File: src/rtl/tp_pkg.sv
package tp_pkg;

   localparam int XW = 32;
   localparam int RW = 5;

   localparam logic [6:0] OPC_ALU    = 7'b0110011;
   localparam logic [6:0] OPC_BRANCH = 7'b1100011;
   localparam logic [6:0] OPC_LOAD   = 7'b0000011;
   localparam logic [6:0] OPC_STORE  = 7'b0100011;

   typedef enum logic [2:0] {OP_NONE, OP_ADD, OP_BLT, OP_LW, OP_SW} op_e;

   typedef enum logic {CTL_RUN, CTL_DRAIN} ctl_e;

   typedef struct packed {
      op_e            op;
      logic [RW-1:0]  rd;
      logic [RW-1:0]  rs1;
      logic [RW-1:0]  rs2;
      logic [XW-1:0]  imm;
   } uop_t;

   localparam uop_t UOP_BUBBLE = '{op: OP_NONE, rd: '0, rs1: '0, rs2: '0, imm: '0};

   // Unused source fields are forced to x0 so they never match a hazard.
   function automatic uop_t decode_instr(input logic [XW-1:0] w);
      uop_t u;
      u = UOP_BUBBLE;
      unique case (w[6:0])
         OPC_ALU: if (w[14:12] == 3'b000 && w[31:25] == 7'b0) begin
            u.op  = OP_ADD;
            u.rd  = w[11:7];
            u.rs1 = w[19:15];
            u.rs2 = w[24:20];
         end
         OPC_BRANCH: if (w[14:12] == 3'b100) begin
            u.op  = OP_BLT;
            u.rs1 = w[19:15];
            u.rs2 = w[24:20];
            u.imm = {{19{w[31]}}, w[31], w[7], w[30:25], w[11:8], 1'b0};
         end
         OPC_LOAD: if (w[14:12] == 3'b010) begin
            u.op  = OP_LW;
            u.rd  = w[11:7];
            u.rs1 = w[19:15];
            u.imm = {{20{w[31]}}, w[31:20]};
         end
         OPC_STORE: if (w[14:12] == 3'b010) begin
            u.op  = OP_SW;
            u.rs1 = w[19:15];
            u.rs2 = w[24:20];
            u.imm = {{20{w[31]}}, w[31:25], w[11:7]};
         end
         default: u = UOP_BUBBLE;
      endcase
      return u;
   endfunction

endpackage

File: src/rtl/tp_fetch.sv
module tp_fetch #(
   parameter int               XLEN     = 32,
   parameter logic [XLEN-1:0]  RESET_PC = '0
) (
   input  logic            clk,
   input  logic            rst_n,
   input  logic            stall,
   input  logic            restart,
   input  logic [XLEN-1:0] restart_pc,
   output logic [XLEN-1:0] imem_addr,
   input  logic [XLEN-1:0] imem_rdata,
   output logic [XLEN-1:0] fd_instr,
   output logic [XLEN-1:0] fd_pc,
   output logic            fd_tok
);

   localparam logic [XLEN-1:0] STEP = XLEN'(4);

   logic [XLEN-1:0] pc;
   logic            tok_pend;

   assign imem_addr = pc;

   always_ff @(posedge clk) begin
      if (!rst_n) begin
         pc       <= RESET_PC;
         tok_pend <= 1'b0;
         fd_instr <= '0;
         fd_pc    <= '0;
         fd_tok   <= 1'b0;
      end else if (restart) begin
         // the word fetched this cycle is off-path and will be drained
         pc       <= restart_pc;
         tok_pend <= 1'b1;
         fd_instr <= imem_rdata;
         fd_pc    <= pc;
         fd_tok   <= 1'b0;
      end else if (!stall) begin
         pc       <= pc + STEP;
         tok_pend <= 1'b0;
         fd_instr <= imem_rdata;
         fd_pc    <= pc;
         fd_tok   <= tok_pend;
      end
   end

endmodule

File: src/rtl/tp_regfile.sv
module tp_regfile #(
   parameter int NREGS          = 32,
   parameter int XLEN           = 32,
   parameter bit CLEAR_ON_RESET = 1'b1,
   localparam int AW            = $clog2(NREGS)
) (
   input  logic            clk,
   input  logic            rst_n,
   input  logic            we,
   input  logic [AW-1:0]   wa,
   input  logic [XLEN-1:0] wd,
   input  logic [AW-1:0]   ra1,
   input  logic [AW-1:0]   ra2,
   output logic [XLEN-1:0] rd1,
   output logic [XLEN-1:0] rd2
);

   logic [XLEN-1:0] regs [NREGS];
   logic            wr_ok;

   assign wr_ok = we && (wa != '0);

   generate
      if (CLEAR_ON_RESET) begin : g_clear
         always_ff @(posedge clk) begin
            if (!rst_n) begin
               for (int i = 0; i < NREGS; i++) regs[i] <= '0;
            end else if (wr_ok) begin
               regs[wa] <= wd;
            end
         end
      end else begin : g_keep
         always_ff @(posedge clk) begin
            if (wr_ok && rst_n) regs[wa] <= wd;
         end
      end
   endgenerate

   // same-cycle write bypass; x0 always zero
   always_comb begin
      if (ra1 == '0)                 rd1 = '0;
      else if (wr_ok && wa == ra1)   rd1 = wd;
      else                           rd1 = regs[ra1];
      if (ra2 == '0)                 rd2 = '0;
      else if (wr_ok && wa == ra2)   rd2 = wd;
      else                           rd2 = regs[ra2];
   end

endmodule

File: src/rtl/tp_decode.sv
module tp_decode
   import tp_pkg::*;
#(
   parameter int XLEN = 32
) (
   input  logic            clk,
   input  logic            rst_n,
   input  logic [XLEN-1:0] fd_instr,
   input  logic [XLEN-1:0] fd_pc,
   input  logic            fd_tok,
   input  logic [RW-1:0]   x_ld_rd,
   output logic [RW-1:0]   rf_ra1,
   output logic [RW-1:0]   rf_ra2,
   input  logic [XLEN-1:0] rf_rd1,
   input  logic [XLEN-1:0] rf_rd2,
   output logic            stall,
   output uop_t            dx_uop,
   output logic [XLEN-1:0] dx_pc,
   output logic [XLEN-1:0] dx_a,
   output logic [XLEN-1:0] dx_b,
   output logic            dx_tok
);

   uop_t cur;

   assign cur    = decode_instr(fd_instr);
   assign rf_ra1 = cur.rs1;
   assign rf_ra2 = cur.rs2;

   // load-use: X holds an active LW whose rd this instruction reads
   assign stall = (x_ld_rd != '0) && ((cur.rs1 == x_ld_rd) || (cur.rs2 == x_ld_rd));

   always_ff @(posedge clk) begin
      if (!rst_n) begin
         dx_uop <= UOP_BUBBLE;
         dx_pc  <= '0;
         dx_a   <= '0;
         dx_b   <= '0;
         dx_tok <= 1'b0;
      end else if (stall) begin
         dx_uop <= UOP_BUBBLE;
         dx_tok <= 1'b0;
      end else begin
         dx_uop <= cur;
         dx_pc  <= fd_pc;
         dx_a   <= rf_rd1;
         dx_b   <= rf_rd2;
         dx_tok <= fd_tok;
      end
   end

endmodule

File: src/rtl/tp_execute.sv
module tp_execute
   import tp_pkg::*;
#(
   parameter int XLEN = 32
) (
   input  logic            clk,
   input  logic            rst_n,
   input  uop_t            dx_uop,
   input  logic [XLEN-1:0] dx_pc,
   input  logic [XLEN-1:0] dx_a,
   input  logic [XLEN-1:0] dx_b,
   input  logic            dx_tok,
   output logic            restart,
   output logic [XLEN-1:0] restart_pc,
   output logic [XLEN-1:0] dmem_addr,
   output logic [XLEN-1:0] dmem_wdata,
   output logic            dmem_we,
   input  logic [XLEN-1:0] dmem_rdata,
   output logic [RW-1:0]   x_ld_rd,
   output logic            x_flushing,
   output logic            wb_we,
   output logic [RW-1:0]   wb_rd,
   output logic [XLEN-1:0] wb_val
);

   ctl_e            state;
   logic            act;
   logic [XLEN-1:0] opa, opb, sum;
   logic            less;
   logic            w_is_ld;
   logic [XLEN-1:0] w_alu;

   // the token-marked arrival is live even while draining
   assign act        = (state == CTL_RUN) || dx_tok;
   assign x_flushing = (state == CTL_DRAIN);

   assign wb_val = w_is_ld ? dmem_rdata : w_alu;

   // operand forwarding from Writeback
   always_comb begin
      opa = dx_a;
      opb = dx_b;
      if (wb_we && dx_uop.rs1 != '0 && wb_rd == dx_uop.rs1) opa = wb_val;
      if (wb_we && dx_uop.rs2 != '0 && wb_rd == dx_uop.rs2) opb = wb_val;
   end

   assign sum  = opa + opb;
   assign less = $signed(opa) < $signed(opb);

   assign restart    = act && (dx_uop.op == OP_BLT) && less;
   assign restart_pc = dx_pc + dx_uop.imm;

   assign dmem_addr  = opa + dx_uop.imm;
   assign dmem_wdata = opb;
   assign dmem_we    = act && (dx_uop.op == OP_SW);

   assign x_ld_rd = (act && dx_uop.op == OP_LW) ? dx_uop.rd : '0;

   always_ff @(posedge clk) begin
      if (!rst_n) begin
         state   <= CTL_RUN;
         wb_we   <= 1'b0;
         wb_rd   <= '0;
         w_is_ld <= 1'b0;
         w_alu   <= '0;
      end else begin
         if (restart)     state <= CTL_DRAIN;
         else if (dx_tok) state <= CTL_RUN;
         wb_we   <= act && (dx_uop.op == OP_ADD || dx_uop.op == OP_LW) && (dx_uop.rd != '0);
         wb_rd   <= dx_uop.rd;
         w_is_ld <= (dx_uop.op == OP_LW);
         w_alu   <= sum;
      end
   end

endmodule

File: src/rtl/tok_pipe_core.sv
module tok_pipe_core
   import tp_pkg::*;
#(
   parameter int               XLEN           = 32,
   parameter int               NREGS          = 32,
   parameter logic [XLEN-1:0]  RESET_PC       = '0,
   parameter bit               RF_CLEAR_RESET = 1'b1
) (
   input  logic            clk,
   input  logic            rst_n,
   output logic [XLEN-1:0] imem_addr,
   input  logic [XLEN-1:0] imem_rdata,
   output logic [XLEN-1:0] dmem_addr,
   output logic [XLEN-1:0] dmem_wdata,
   output logic            dmem_we,
   input  logic [XLEN-1:0] dmem_rdata
);

   localparam int RAW = $clog2(NREGS);

   initial begin
      if (XLEN != XW)          $fatal(1, "XLEN must equal %0d", XW);
      if (NREGS != 32)         $fatal(1, "NREGS must be 32");
      if (RAW != RW)           $fatal(1, "register index width mismatch");
      if (RESET_PC[1:0] != 0)  $fatal(1, "RESET_PC must be word aligned");
   end

   logic            stall;
   logic            restart;
   logic [XLEN-1:0] restart_pc;
   logic [XLEN-1:0] fd_instr, fd_pc;
   logic            fd_tok;
   logic [RW-1:0]   rf_ra1, rf_ra2;
   logic [XLEN-1:0] rf_rd1, rf_rd2;
   uop_t            dx_uop;
   logic [XLEN-1:0] dx_pc, dx_a, dx_b;
   logic            dx_tok;
   logic [RW-1:0]   x_ld_rd;
   logic            x_flushing;
   logic            wb_we;
   logic [RW-1:0]   wb_rd;
   logic [XLEN-1:0] wb_val;

   tp_fetch #(.XLEN(XLEN), .RESET_PC(RESET_PC)) u_fetch (
      .clk(clk), .rst_n(rst_n), .stall(stall), .restart(restart),
      .restart_pc(restart_pc), .imem_addr(imem_addr), .imem_rdata(imem_rdata),
      .fd_instr(fd_instr), .fd_pc(fd_pc), .fd_tok(fd_tok)
   );

   tp_regfile #(.NREGS(NREGS), .XLEN(XLEN), .CLEAR_ON_RESET(RF_CLEAR_RESET)) u_rf (
      .clk(clk), .rst_n(rst_n), .we(wb_we), .wa(wb_rd), .wd(wb_val),
      .ra1(rf_ra1), .ra2(rf_ra2), .rd1(rf_rd1), .rd2(rf_rd2)
   );

   tp_decode #(.XLEN(XLEN)) u_dec (
      .clk(clk), .rst_n(rst_n), .fd_instr(fd_instr), .fd_pc(fd_pc),
      .fd_tok(fd_tok), .x_ld_rd(x_ld_rd), .rf_ra1(rf_ra1), .rf_ra2(rf_ra2),
      .rf_rd1(rf_rd1), .rf_rd2(rf_rd2), .stall(stall), .dx_uop(dx_uop),
      .dx_pc(dx_pc), .dx_a(dx_a), .dx_b(dx_b), .dx_tok(dx_tok)
   );

   tp_execute #(.XLEN(XLEN)) u_exe (
      .clk(clk), .rst_n(rst_n), .dx_uop(dx_uop), .dx_pc(dx_pc),
      .dx_a(dx_a), .dx_b(dx_b), .dx_tok(dx_tok), .restart(restart),
      .restart_pc(restart_pc), .dmem_addr(dmem_addr), .dmem_wdata(dmem_wdata),
      .dmem_we(dmem_we), .dmem_rdata(dmem_rdata), .x_ld_rd(x_ld_rd),
      .x_flushing(x_flushing), .wb_we(wb_we), .wb_rd(wb_rd), .wb_val(wb_val)
   );

endmodule

File: config.mk
export PLATFORM = sky130hd
export DESIGN_NAME = tok_pipe_core
export DESIGN_NICKNAME = d
export VERILOG_FILES = /design/src/rtl/tp_pkg.sv /design/src/rtl/tp_fetch.sv /design/src/rtl/tp_regfile.sv /design/src/rtl/tp_decode.sv /design/src/rtl/tp_execute.sv /design/src/rtl/tok_pipe_core.sv
export SDC_FILE = /design/constraint.sdc
export NUM_CORES = 2
export LEC_CHECK = 0
export BUFFER_PORTS_ARGS = -buffer_cell sky130_fd_sc_hd__buf_4
export CORE_UTILIZATION = 55
export DETAILED_ROUTE_END_ITERATION = 8
export MAX_ROUTING_LAYER = met4
export PLACE_DENSITY = 0.71
export REMOVE_ABC_BUFFERS = 1
export SETUP_SLACK_MARGIN = 0.2
export SLEW_MARGIN = 20
export SYNTH_ARGS = -nofsm -noshare
export SYNTH_HDL_FRONTEND = slang
export SYNTH_SLANG_ARGS = --single-unit
File: constraint.sdc
create_clock -name clk -period 6.64 [get_ports clk]
set_input_delay 1.328 -clock clk [delete_from_list [all_inputs] [get_ports clk]]
set_output_delay 1.328 -clock clk [all_outputs]
set_load 0.1 [all_outputs]
==> results.cfg <==
[synthesis]
yosysWarnings = 0
synth-main-ff-cell = edfxtp_1
yosysUniqueCellTypes = 90
synth_async_sr_flop_share_pct = 0
avgSynthCellArea_um2 = 9.37
ys_seq_area_share_pct = 52.3
syn-cell-area_mm2 = 0.0690
synth_edf_count = 1024
syn_inst = 7367
ys_ff_latch = 1290

[final_layout]
num-fill-cells = 10100
drive_above_1_share_pct = 11.8
syn_to_final_growth_pct = 13.2
multi_input_area_mm2 = 0.0312
final_area_mm2 = 0.0781
seqCellArea_mm2 = 0.0361
mostFrequentLayoutCell = nand2_1
fin_nets = 7570
mostFrequentLayoutCells = nand2_1 (1,478), nor2_1 (1,268), edfxtp_1 (1,024), buf_4 (418), mux2i_1 (392)

[setup_path]
r2r-start = u_exe.wb_rd[4]
crit_start = u_exe.wb_rd[2]
reg2regPathDepth = 19
cp.arrival_ns = 5.03
end_kind = primary output
start_kind = flop
crit_fanout = 6
worst-setup-path-type = reg -> out
critPathRequiredTime_ns = 5.31

[power_and_ir_drop]
leakagePower_uw = 0.0267
netSwitchingFraction_pct = 23.4
seqPwrFrac_pct = 51.8
internal_power_uw = 13600
p_per_area_mw_per_mm2 = 227
p_switching_uw = 4140
clock_power_share_pct = 43.8
p_total_uw = 17700
irDropWorstVdd_mv = 0.292
p_comb_share_pct = 4.4

[sta]
fmax_mhz = 157
grt_setup_unrepaired = true
finalWorstSetupSlack_ns = 0.286
fin_setup_tns_ns = 0
maxSlewHeadroom_pct = 14.3
finalMaxSlewViolations = 0
timing.final.crit_share_pct = 95.7
worst_pin_slew_ns = 1.28
fin_skew_ns = 0.0333
setup_viol = 0
min_period_ns = 6.35
finalHoldViolCount = 0

[placement]
hpwl_um = 176000
pre_cts_slack_ns = -0.0403
port_buffers = 162
gp_congestion = 1.03
dpl_cell_area_mm2 = 0.0729

[drt]
drtIter0Drc = 12400
vias = 64100
remaining_drc_errors = 11
via_per_inst = 7.02
firstDrtPassIters = 9
drt-total-wl_um = 292000
routedWlPerCell_um = 32.0
ant_nets = 0

[run_status]
violations = design-rule violations
status = finished with violations

[clock_tree]
cts_tree = done
htreeDepth = 4
cts_sinks = 1290
holdBufCountCts = 0
numCtsBuffers = 139
clockBufferDepth = 3
clkTransAtPathRegs_ns = 0.06
clockRootBuffer = clkbuf_16
clk_latency_ns = 0.82

[floorplanning]
die_x_um = 356
die_h_um = 356
initial_utilization_pct = 55.6
rows = 129
die-area_mm2 = 0.127
ioPinCount = 163
core_area_mm2 = 0.124

[worst_hold_path]
hold_path_class = reg -> reg
min_from = u_fetch.fd_pc[25]
hold_depth = 2

[global_routing]
grt_max_degree = 116
grt_antenna_before_repair = 11
track_usage_pct = 46.2
overflow = 0
grt_pass1_vias = 59200
grt_first_pass_wirelength_um = 408000

[run]
drv_cap = 0
cell families (layout without fill, tap and decap cells):
logic type,after synthesis,after routing,synth area share [%]
AOI/OAI and AO/OA,1238,1238,12.7
muxes,426,426,6.20
adders and majority gates,129,129,2.37
xor gates and xnor gates,98,98,1.24
buffers and inverters,711,790,4.36
DFF,1290,1290,52.3
and+or+nand+nor,3474,3474,20.9
other,1,47,0.00543
layout make-up:
type                            instances  share of cell area, %
Clock inverter                         69                  0.830
Sequential cell                      1290                   46.2
Timing Repair Buffer                  461                   5.04
Inverter                               86                  0.420
Tap cell                             1637                   2.62
Antenna cell                           15                 0.0481
Multi-Input combinational cell       5397                   40.0
Clock buffer                          174                   4.85
final timing paths:
| kind | end | slack [ns] |
|---|---|---|
| max | dmem_addr[30] | 0.29 |
| min | u_dec.dx_pc[25] | 0.45 |
| max reg2reg | u_fetch.imem_addr[31] | 0.78 |
| min reg2reg | u_dec.dx_pc[25] | 0.45 |
cells in the mapped netlist, types with 86 or more instances:
cell type  number  area (µm²)
a21oi_1       309        1550
a31oi_1       182        1140
a32oi_1       178        1560
buf_2         126         631
clkbuf_1      435        1630
dfxtp_1       266        5330
edfxtp_1     1024       30700
ha_1          126        1580
inv_1          86         323
mux2i_1       424        4240
nand2_1      1543        5790
nand3_1       282        1410
nor2_1       1275        4790
o21ai_0       101         505
flip-flops by register name (all words and copies together) (netlist names):
| signal | flops |
|---|---|
| u_dec.dx_pc | 32 |
| u_exe.w_alu | 32 |
| u_dec.dx_uop | 31 |
| u_fetch.tok_pend | 1 |
| u_exe.wb_rd | 5 |
| u_rf.regs | 1024 |
| u_dec.dx_tok | 1 |
| u_exe.x_flushing | 1 |
| u_dec.dx_b | 32 |
| u_exe.wb_we | 1 |
| u_fetch.fd_pc | 32 |
| u_dec.dx_a | 32 |
| u_fetch.fd_tok | 1 |
| u_fetch.imem_addr | 32 |
| u_fetch.fd_instr | 32 |
| u_exe.w_is_ld | 1 |
critical path: stages (launching register included):
cell and delay (ns):
dfxtp_2 0.33, buf_6 0.12, xor2_2 0.18, nor4_4 0.28
buf_6 0.16, buf_12 0.12, buf_16 0.13, nor2_1 0.05
a21oi_2 0.25, ha_4 0.25, nor2b_1 0.12, o21ai_1 0.19
a21oi_2 0.12, o41ai_4 0.39, o32ai_2 0.17, o221ai_2 0.22
nor3_2 0.07, a2111oi_2 0.32, buf_4 0.19, a21oi_1 0.07
xor2_1 0.21, buf_6 0.26
power by group through the flow:
stage               clock, µW  combinational, µW  sequential (µW)
floorplan                   0                371             9310
global placement            0                715             9330
detailed placement          0                727             9350
CTS                      7720                730             9180
global route             8050                788             9210
finish                   7760                772             9190
stage by stage:
step	utilization, %	hold slack, ns	instances
floorplan	-	0.417	6773
global placement	58.7	0.434	8847
detailed placement	58.7	0.435	8847
CTS	62.6	0.448	9102
global route	62.9	0.471	9123
finish	62.9	0.451	9129
per-layer routing:
| metal | up-vias | GRT usage, % | part of all wire (%) |
|---|---|---|---|
| li1 | 26300 | - | - |
| met1 | 30300 | 56.3 | 34 |
| met2 | 5956 | 63.0 | 41 |
| met3 | 1492 | 18.0 | 17 |
| met4 | 0 | 31.1 | 8.2 |
| met5 | - | - | 0 |
what timing repair did:
item,in CTS,in global routing
setup endpoints to repair,16,10
cloned,1,2
pin swaps,17,18
buffers inserted,11,9
resized for setup,62,38
Note: power is estimated with default switching activity, not from simulation.
